<file path="config.mk">
export PLATFORM = sky130hd
export DESIGN_NAME = thresh_irq_fifo
export DESIGN_NICKNAME = d
export VERILOG_FILES = /design/src/rtl/tif_pkg.sv /design/src/rtl/tif_store.sv /design/src/rtl/tif_ctrl.sv /design/src/rtl/tif_irq.sv /design/src/rtl/thresh_irq_fifo.sv
export SDC_FILE = /design/constraint.sdc
export NUM_CORES = 1
export LEC_CHECK = 0
export BUFFER_PORTS_ARGS = -buffer_cell sky130_fd_sc_hd__buf_2
export CAP_MARGIN = 20
export CORE_AREA = 2 2 113 115
export DETAILED_ROUTE_END_ITERATION = 7
export DIE_AREA = 0 0 115 117
export PLACE_DENSITY_LB_ADDON = 0.25
export SYNTH_ARGS = -nofsm -noshare
export SYNTH_HDL_FRONTEND = slang
export SYNTH_SLANG_ARGS = --single-unit
</file>
<file path="constraint.sdc">
create_clock -name clk -period 6.4 [get_ports clk]
set_input_delay 0.64 -clock clk [delete_from_list [all_inputs] [get_ports clk]]
set_output_delay 0.64 -clock clk [all_outputs]
set_load 0.01 [all_outputs]
</file>
<file path="src/rtl/tif_pkg.sv">
`timescale 1ns/1ps
package tif_pkg;
  typedef enum logic {
    DIR_P2H = 1'b0,
    DIR_H2P = 1'b1
  } dir_e;
endpackage

</file>
<file path="src/rtl/tif_store.sv">
`timescale 1ns/1ps
module tif_store #(
  parameter int unsigned DEPTH = 16,
  parameter int unsigned DW    = 8,
  localparam int unsigned AW   = $clog2(DEPTH),
  localparam int unsigned CW   = $clog2(DEPTH + 1)
) (
  input  logic          clk,
  input  logic          rst_n,
  input  logic          flush,
  input  logic          push,
  input  logic          pop,
  input  logic [DW-1:0] wdata,
  output logic [DW-1:0] rdata,
  output logic [CW-1:0] count,
  output logic          full,
  output logic          empty
);
  localparam logic [CW-1:0] DEPTH_C = CW'(DEPTH);
  localparam logic [AW-1:0] LAST_P  = AW'(DEPTH - 1);

  logic [DW-1:0] mem [DEPTH];
  logic [AW-1:0] wr_ptr, rd_ptr;

  function automatic logic [AW-1:0] bump(input logic [AW-1:0] p);
    return (p == LAST_P) ? '0 : p + AW'(1);
  endfunction

  always_ff @(posedge clk) begin
    if (push) mem[wr_ptr] <= wdata;
  end

  always_ff @(posedge clk) begin
    if (!rst_n || flush) begin
      wr_ptr <= '0;
      rd_ptr <= '0;
      count  <= '0;
    end else begin
      if (push) wr_ptr <= bump(wr_ptr);
      if (pop)  rd_ptr <= bump(rd_ptr);
      unique case ({push, pop})
        2'b10:   count <= count + CW'(1);
        2'b01:   count <= count - CW'(1);
        default: count <= count;
      endcase
    end
  end

  assign rdata = mem[rd_ptr];
  assign full  = (count == DEPTH_C);
  assign empty = (count == '0);

  // occupancy never leaves 0..DEPTH
  p_count_range_r2: assert property (@(posedge clk) disable iff (!rst_n)
    count <= DEPTH_C);
  // control never pushes into a full store
  p_no_overflow_r3: assert property (@(posedge clk) disable iff (!rst_n)
    full |-> !push);
  // control never pops an empty store
  p_no_underflow_r4: assert property (@(posedge clk) disable iff (!rst_n)
    empty |-> !pop);
endmodule

</file>
<file path="src/rtl/tif_ctrl.sv">
`timescale 1ns/1ps
module tif_ctrl
  import tif_pkg::*;
#(
  parameter int unsigned TW = 4
) (
  input  logic          clk,
  input  logic          rst_n,
  input  logic          host_wr,
  input  logic          host_rd,
  input  logic          thr_wr,
  input  logic [TW-1:0] thr_wdata,
  input  logic          dir_wr,
  input  logic          dir_wdata,
  input  logic          err_clr,
  input  logic          full,
  input  logic          empty,
  input  logic          in_valid,
  input  logic          out_ready,
  output logic [TW-1:0] thr_q,
  output dir_e          dir_q,
  output logic          flush,
  output logic          push,
  output logic          pop,
  output logic          push_from_host,
  output logic          in_ready,
  output logic          out_valid,
  output logic          err_q
);
  logic err_set;

  always_comb begin
    flush     = dir_wr && (dir_e'(dir_wdata) != dir_q);
    in_ready  = (dir_q == DIR_P2H) && !full && !flush;
    out_valid = (dir_q == DIR_H2P) && !empty && !flush;
    if (dir_q == DIR_H2P) begin
      push           = host_wr && !full && !flush;
      pop            = out_valid && out_ready;
      push_from_host = 1'b1;
      err_set        = host_wr && full;
    end else begin
      push           = in_valid && in_ready;
      pop            = host_rd && !empty && !flush;
      push_from_host = 1'b0;
      err_set        = host_rd && empty;
    end
  end

  always_ff @(posedge clk) begin
    if (!rst_n) begin
      thr_q <= '0;
      dir_q <= DIR_P2H;
      err_q <= 1'b0;
    end else begin
      if (thr_wr) thr_q <= thr_wdata;
      if (dir_wr) dir_q <= dir_e'(dir_wdata);
      err_q <= err_set | (err_q & ~err_clr);
    end
  end

  // error bit holds until cleared
  p_err_sticky_r4: assert property (@(posedge clk) disable iff (!rst_n)
    (err_q && !err_clr) |=> err_q);
endmodule

</file>
<file path="src/rtl/tif_irq.sv">
`timescale 1ns/1ps
module tif_irq
  import tif_pkg::*;
#(
  parameter int unsigned DEPTH = 16,
  parameter int unsigned TW    = 4,
  localparam int unsigned CW   = $clog2(DEPTH + 1)
) (
  input  logic          clk,
  input  logic          rst_n,
  input  logic [CW-1:0] count,
  input  logic [TW-1:0] thr,
  input  dir_e          dir,
  input  logic          svc_wr,
  input  logic          svc_wdata,
  output logic          irq,
  output logic          svc_q
);
  localparam logic [CW-1:0] DEPTH_C = CW'(DEPTH);

  logic [CW-1:0] fill_need;
  logic          cond;

  always_comb begin
    fill_need = DEPTH_C - CW'(thr);
    if (dir == DIR_P2H) cond = (count >= fill_need);
    else                cond = (count <= CW'(thr));
    irq = cond && !svc_q;
  end

  always_ff @(posedge clk) begin
    if (!rst_n)      svc_q <= 1'b0;
    else if (svc_wr) svc_q <= svc_wdata;
    else if (irq)    svc_q <= 1'b1;
  end

  // a firing interrupt sets the service flag
  p_svc_set_r7: assert property (@(posedge clk) disable iff (!rst_n)
    (irq && !svc_wr) |=> svc_q);
  // without a host re-arm the interrupt lasts one cycle
  p_irq_pulse_r7: assert property (@(posedge clk) disable iff (!rst_n)
    (irq && !svc_wr) |=> !irq);
endmodule

</file>
<file path="src/rtl/thresh_irq_fifo.sv">
`timescale 1ns/1ps
module thresh_irq_fifo
  import tif_pkg::*;
#(
  parameter int unsigned DEPTH = 16,
  parameter int unsigned DW    = 8,
  localparam int unsigned TW   = $clog2(DEPTH),
  localparam int unsigned CW   = $clog2(DEPTH + 1)
) (
  input  logic          clk,
  input  logic          rst_n,
  input  logic          host_wr,
  input  logic [DW-1:0] host_wdata,
  input  logic          host_rd,
  output logic [DW-1:0] host_rdata,
  input  logic          cfg_thr_wr,
  input  logic [TW-1:0] cfg_thr,
  input  logic          cfg_dir_wr,
  input  logic          cfg_dir,
  input  logic          cfg_svc_wr,
  input  logic          cfg_svc,
  input  logic          cfg_err_clr,
  output logic [TW-1:0] sts_thr,
  output logic          sts_dir,
  output logic          sts_svc,
  output logic          sts_full,
  output logic          sts_empty,
  output logic [CW-1:0] sts_count,
  output logic          sts_err,
  output logic          irq,
  input  logic          periph_in_valid,
  output logic          periph_in_ready,
  input  logic [DW-1:0] periph_in_data,
  output logic          periph_out_valid,
  input  logic          periph_out_ready,
  output logic [DW-1:0] periph_out_data
);
  dir_e          dir_q;
  logic          flush, push, pop, push_from_host;
  logic [DW-1:0] wdata, head;

  tif_ctrl #(.TW(TW)) ctrl_i (
    .clk(clk), .rst_n(rst_n),
    .host_wr(host_wr), .host_rd(host_rd),
    .thr_wr(cfg_thr_wr), .thr_wdata(cfg_thr),
    .dir_wr(cfg_dir_wr), .dir_wdata(cfg_dir),
    .err_clr(cfg_err_clr),
    .full(sts_full), .empty(sts_empty),
    .in_valid(periph_in_valid), .out_ready(periph_out_ready),
    .thr_q(sts_thr), .dir_q(dir_q),
    .flush(flush), .push(push), .pop(pop),
    .push_from_host(push_from_host),
    .in_ready(periph_in_ready), .out_valid(periph_out_valid),
    .err_q(sts_err)
  );

  assign wdata = push_from_host ? host_wdata : periph_in_data;

  tif_store #(.DEPTH(DEPTH), .DW(DW)) store_i (
    .clk(clk), .rst_n(rst_n),
    .flush(flush), .push(push), .pop(pop),
    .wdata(wdata), .rdata(head),
    .count(sts_count), .full(sts_full), .empty(sts_empty)
  );

  tif_irq #(.DEPTH(DEPTH), .TW(TW)) irq_i (
    .clk(clk), .rst_n(rst_n),
    .count(sts_count), .thr(sts_thr), .dir(dir_q),
    .svc_wr(cfg_svc_wr), .svc_wdata(cfg_svc),
    .irq(irq), .svc_q(sts_svc)
  );

  assign sts_dir         = dir_q;
  assign host_rdata      = head;
  assign periph_out_data = head;

  // a direction flip leaves the store empty
  p_flush_clears_r8: assert property (@(posedge clk) disable iff (!rst_n)
    flush |=> (sts_count == '0));
endmodule

</file>
==> results.py <==
metrics = {
    "power_and_ir_drop": {
        "power_frac_seq_pct": 46.6,
        "ir_worst_vdd_uv": 178,
        "power_density_nw_per_um2": 318,
        "p_clk_share_pct": 44.3,
        "swShare_pct": 21.7,
        "cellInternalPower_mw": 1.89,
        "power_mw": 2.42,
        "p_comb_share_pct": 9.1,
        "leakagePower_nw": 2.72,
        "switchingPower_uw": 523,
    },
    "route": {
        "viasPerCell": 5.91,
        "drt_iter0_drc": 294,
        "route.met2.wl_microns": 6800,
        "m1WireLength_microns": 5270,
        "num_vias": 3566,
        "drc": 0,
        "first_pass_iters": 5,
        "ant_nets": 0,
        "met3_wirelength_microns": 748,
        "wl_microns": 12900,
        "highest_layer": "met4",
        "wire_per_inst_microns": 21.4,
    },
    "global_route": {
        "grt_pass1_vias": 3453,
        "overflow": 0,
        "grt_max_degree": 33,
        "grt_pass1_wl_microns": 19500,
        "antenna_found_initial": 0,
        "grt_use_total_pct": 20.6,
    },
    "final_layout": {
        "drive_above_1_share_pct": 26.0,
        "layout.cells.non_filler": 603,
        "area_growth_syn_to_layout_pct": 15.0,
        "num_antenna_cells": 0,
        "fillers": 877,
        "final_nets": 489,
        "fin_area_sq_um": 7600,
    },
    "synthesis": {
        "synth.distinct_cells": 42,
        "synthTopCellsByArea": "edfxtp_1 (58%), mux4_1 (9.5%), dfxtp_1 (7.3%)",
        "yosysSeqAreaShare_pct": 65.4,
        "synth_seq_cells": 152,
        "netlist_area_sq_um": 6610,
        "synth_edf_count": 128,
        "ys_warn_count": 0,
        "synth_top_cell_area_share_pct": 58.2,
        "syn_nets": 428,
        "synthCells": 379,
        "synthFlopType": "edfxtp_1",
        "synth_top_cell_by_area": "edfxtp_1",
        "syn_area_per_cell_sq_um": 17.4,
        "async_flop_share_pct": 0,
    },
    "critical_path": {
        "crit_type": "reg2out",
        "crit_path_end_kind": "output port",
        "crit_family": "multiplexers",
        "cp_num_buf_inv": 1,
        "crit_arrival_ns": 2.78,
        "cp_max_fo": 32,
        "worstPathCellList": "mux4_1 -> mux4_2 -> buf_2",
        "required_ns": 5.76,
        "slowest_stage": "dfxtp_2",
        "start_kind": "flip-flop",
        "cp_slowest_stage_delay_ns": 0.99,
        "regToRegSetupSlack_ns": 3.30,
    },
    "cts": {
        "cts_made_buffers": 17,
        "clock_latency_ns": 0.42,
        "cts_root_buf": "clkbuf_16",
        "clock_path_buffers": 2,
        "cts_num_sinks": 152,
        "cts_tree": "built",
        "cts_hold_buf": 0,
        "path_clk_slew_ns": 0.06,
        "cts_resized": 0,
        "post-cts-setup-buffer-count": 0,
        "h-tree-depth": 4,
    },
    "timing": {
        "finClkSkew_ns": 0.00759,
        "period_share_pct": 53.4,
        "slew_violations": 0,
        "final_hold_viol_count": 0,
        "setup_viol": 0,
        "max_slew_margin_pct": 32.6,
        "whs_ns": 0.477,
        "period_needed_ns": 3.42,
        "tightestPinTransition_ns": 1.01,
        "rsz0062_at_grt": "no",
        "setup-tns-final_ns": 0,
        "fmax_mhz": 292,
    },
    "die": {
        "die_height_microns": 117,
        "die_x_microns": 115,
        "start_util_pct": 53.7,
        "core_sq_um": 12300,
        "io_pins": 65,
        "dieArea_sq_um": 13500,
        "num_rows": 41,
    },
    "placement": {
        "hpwlAfterDp_microns": 8340,
        "port_buffers": 64,
        "dp_cells": 571,
        "place.gp.congestion": 0.818,
        "placed_cell_area_sq_um": 6960,
    },
    "min_path": {
        "hold_class": "in2reg",
    },
    "outcome": {
        "status": "finished, final reports clean",
    },
    "run": {
        "cap_violations": 0,
    },
}
## Yosys cell counts, types with 6 or more instances
cell and number:
dfxtp_1 24, edfxtp_1 128, mux2_2 8, nand2b_1 6, ha_1 17, o21ai_0 6
mux4_2 16, and2_1 7, and3_1 9, a21oi_1 12, nor2b_1 11, nor2_1 11
inv_1 14, mux4_1 24, buf_4 8, nand3_1 8, mux2i_1 7, nand2_1 10
clkbuf_1 8
## routing by layer
layer,track usage (%),vias up
met5,0,-
met4,7.55,0
met3,5.25,8
met2,34.9,122
met1,26.1,1804
li1,-,1632
## power groups by stage
stage / clock network (mW) / registers, mW / logic, mW
final: 1.07 / 1.13 / 0.220
after floorplan: 0 / 1.13 / 0.177
after detailed placement: 0 / 1.15 / 0.222
after CTS: 1.08 / 1.13 / 0.223
after global placement: 0 / 1.15 / 0.215
after global routing: 1.12 / 1.13 / 0.243
## logic make-up (layout without fill, tap and decap cells)
| group | count (synthesis) | after routing | synth area share (%) |
|---|---|---|---|
| AOI/OAI and AO/OA | 32 | 32 | 3.16 |
| adders and majority gates | 17 | 17 | 3.22 |
| xor gates and xnor gates | 10 | 10 | 1.33 |
| buffers and inverters | 37 | 111 | 3.26 |
| and+or+nand+nor | 76 | 76 | 6.17 |
| muxes | 55 | 55 | 17.4 |
| DFF | 152 | 152 | 65.4 |
## sequential cells by signal, indices dropped and copies added, names as in the netlist, named ones only
register        cells
store_i.mem       128
store_i.count       5
ctrl_i.thr_q        4
store_i.rd_ptr      4
store_i.wr_ptr      4
ctrl_i.dir_q        1
ctrl_i.err_q        1
irq_i.svc_q         1
## stage by stage
| step | utilization (%) | worst slack [ns] |
|---|---|---|
| final | 61.7 | 2.98 |
| after floorplan | - | 3.66 |
| after global routing | 61.7 | 2.80 |
| after global placement | 56.5 | 3.39 |
| after CTS | 61.7 | 2.91 |
| after detailed placement | 56.5 | 3.33 |
## cell usage in the layout (no fill, tap or decap), drive strengths merged, types with 3 or more instances in the layout
cell type / count
nand3: 8
a21boi: 3
mux2i: 7
buf: 65
and2: 7
nor3: 5
nor2: 11
nand2: 11
xnor2: 5
and3: 9
mux4: 40
o21ai: 6
edfxtp: 128
clkinv: 4
clkbuf: 19
clkinvlp: 3
bufinv: 5
nand4: 3
nor2b: 11
xor2: 5
inv: 15
dfxtp: 24
a21oi: 12
nand2b: 6
ha: 17
mux2: 8
## worst reg2reg max path: stages, from the launching register on
cell and delay [ns]:
dfxtp_1 0.81, nor2b_1 0.15, a32o_1 0.27, nand2_1 0.17
inv_1 0.08, ha_1 0.27, xor2_1 0.18, ha_1 0.23
nor2b_1 0.15, o32a_1 0.30, a31oi_1 0.17, xnor2_1 0.14
nor2_1 0.05
## area by class of cell
cell class | count | area (sq um) | area share (%)
inverter | 14 | 52.6 | 0.692
sequential | 152 | 4330 | 56.9
clock buffer | 19 | 433 | 5.70
timing repair buffer | 65 | 328 | 4.32
tap | 150 | 188 | 2.47
clock inverter | 13 | 201 | 2.65
multi-input combinational | 190 | 2070 | 27.2
## path summary, 6_finish.rpt
kind	from	end	cells after the start
max	flip-flop	host_rdata[5]	3
min	cfg_thr[3]	ctrl_i.thr_q[3]	3
max reg2reg	ctrl_i.dir_q	store_i.count[4]	12
min reg2reg	ctrl_i.err_q	ctrl_i.err_q	2
Note: power is estimated with default switching activity, not from simulation.
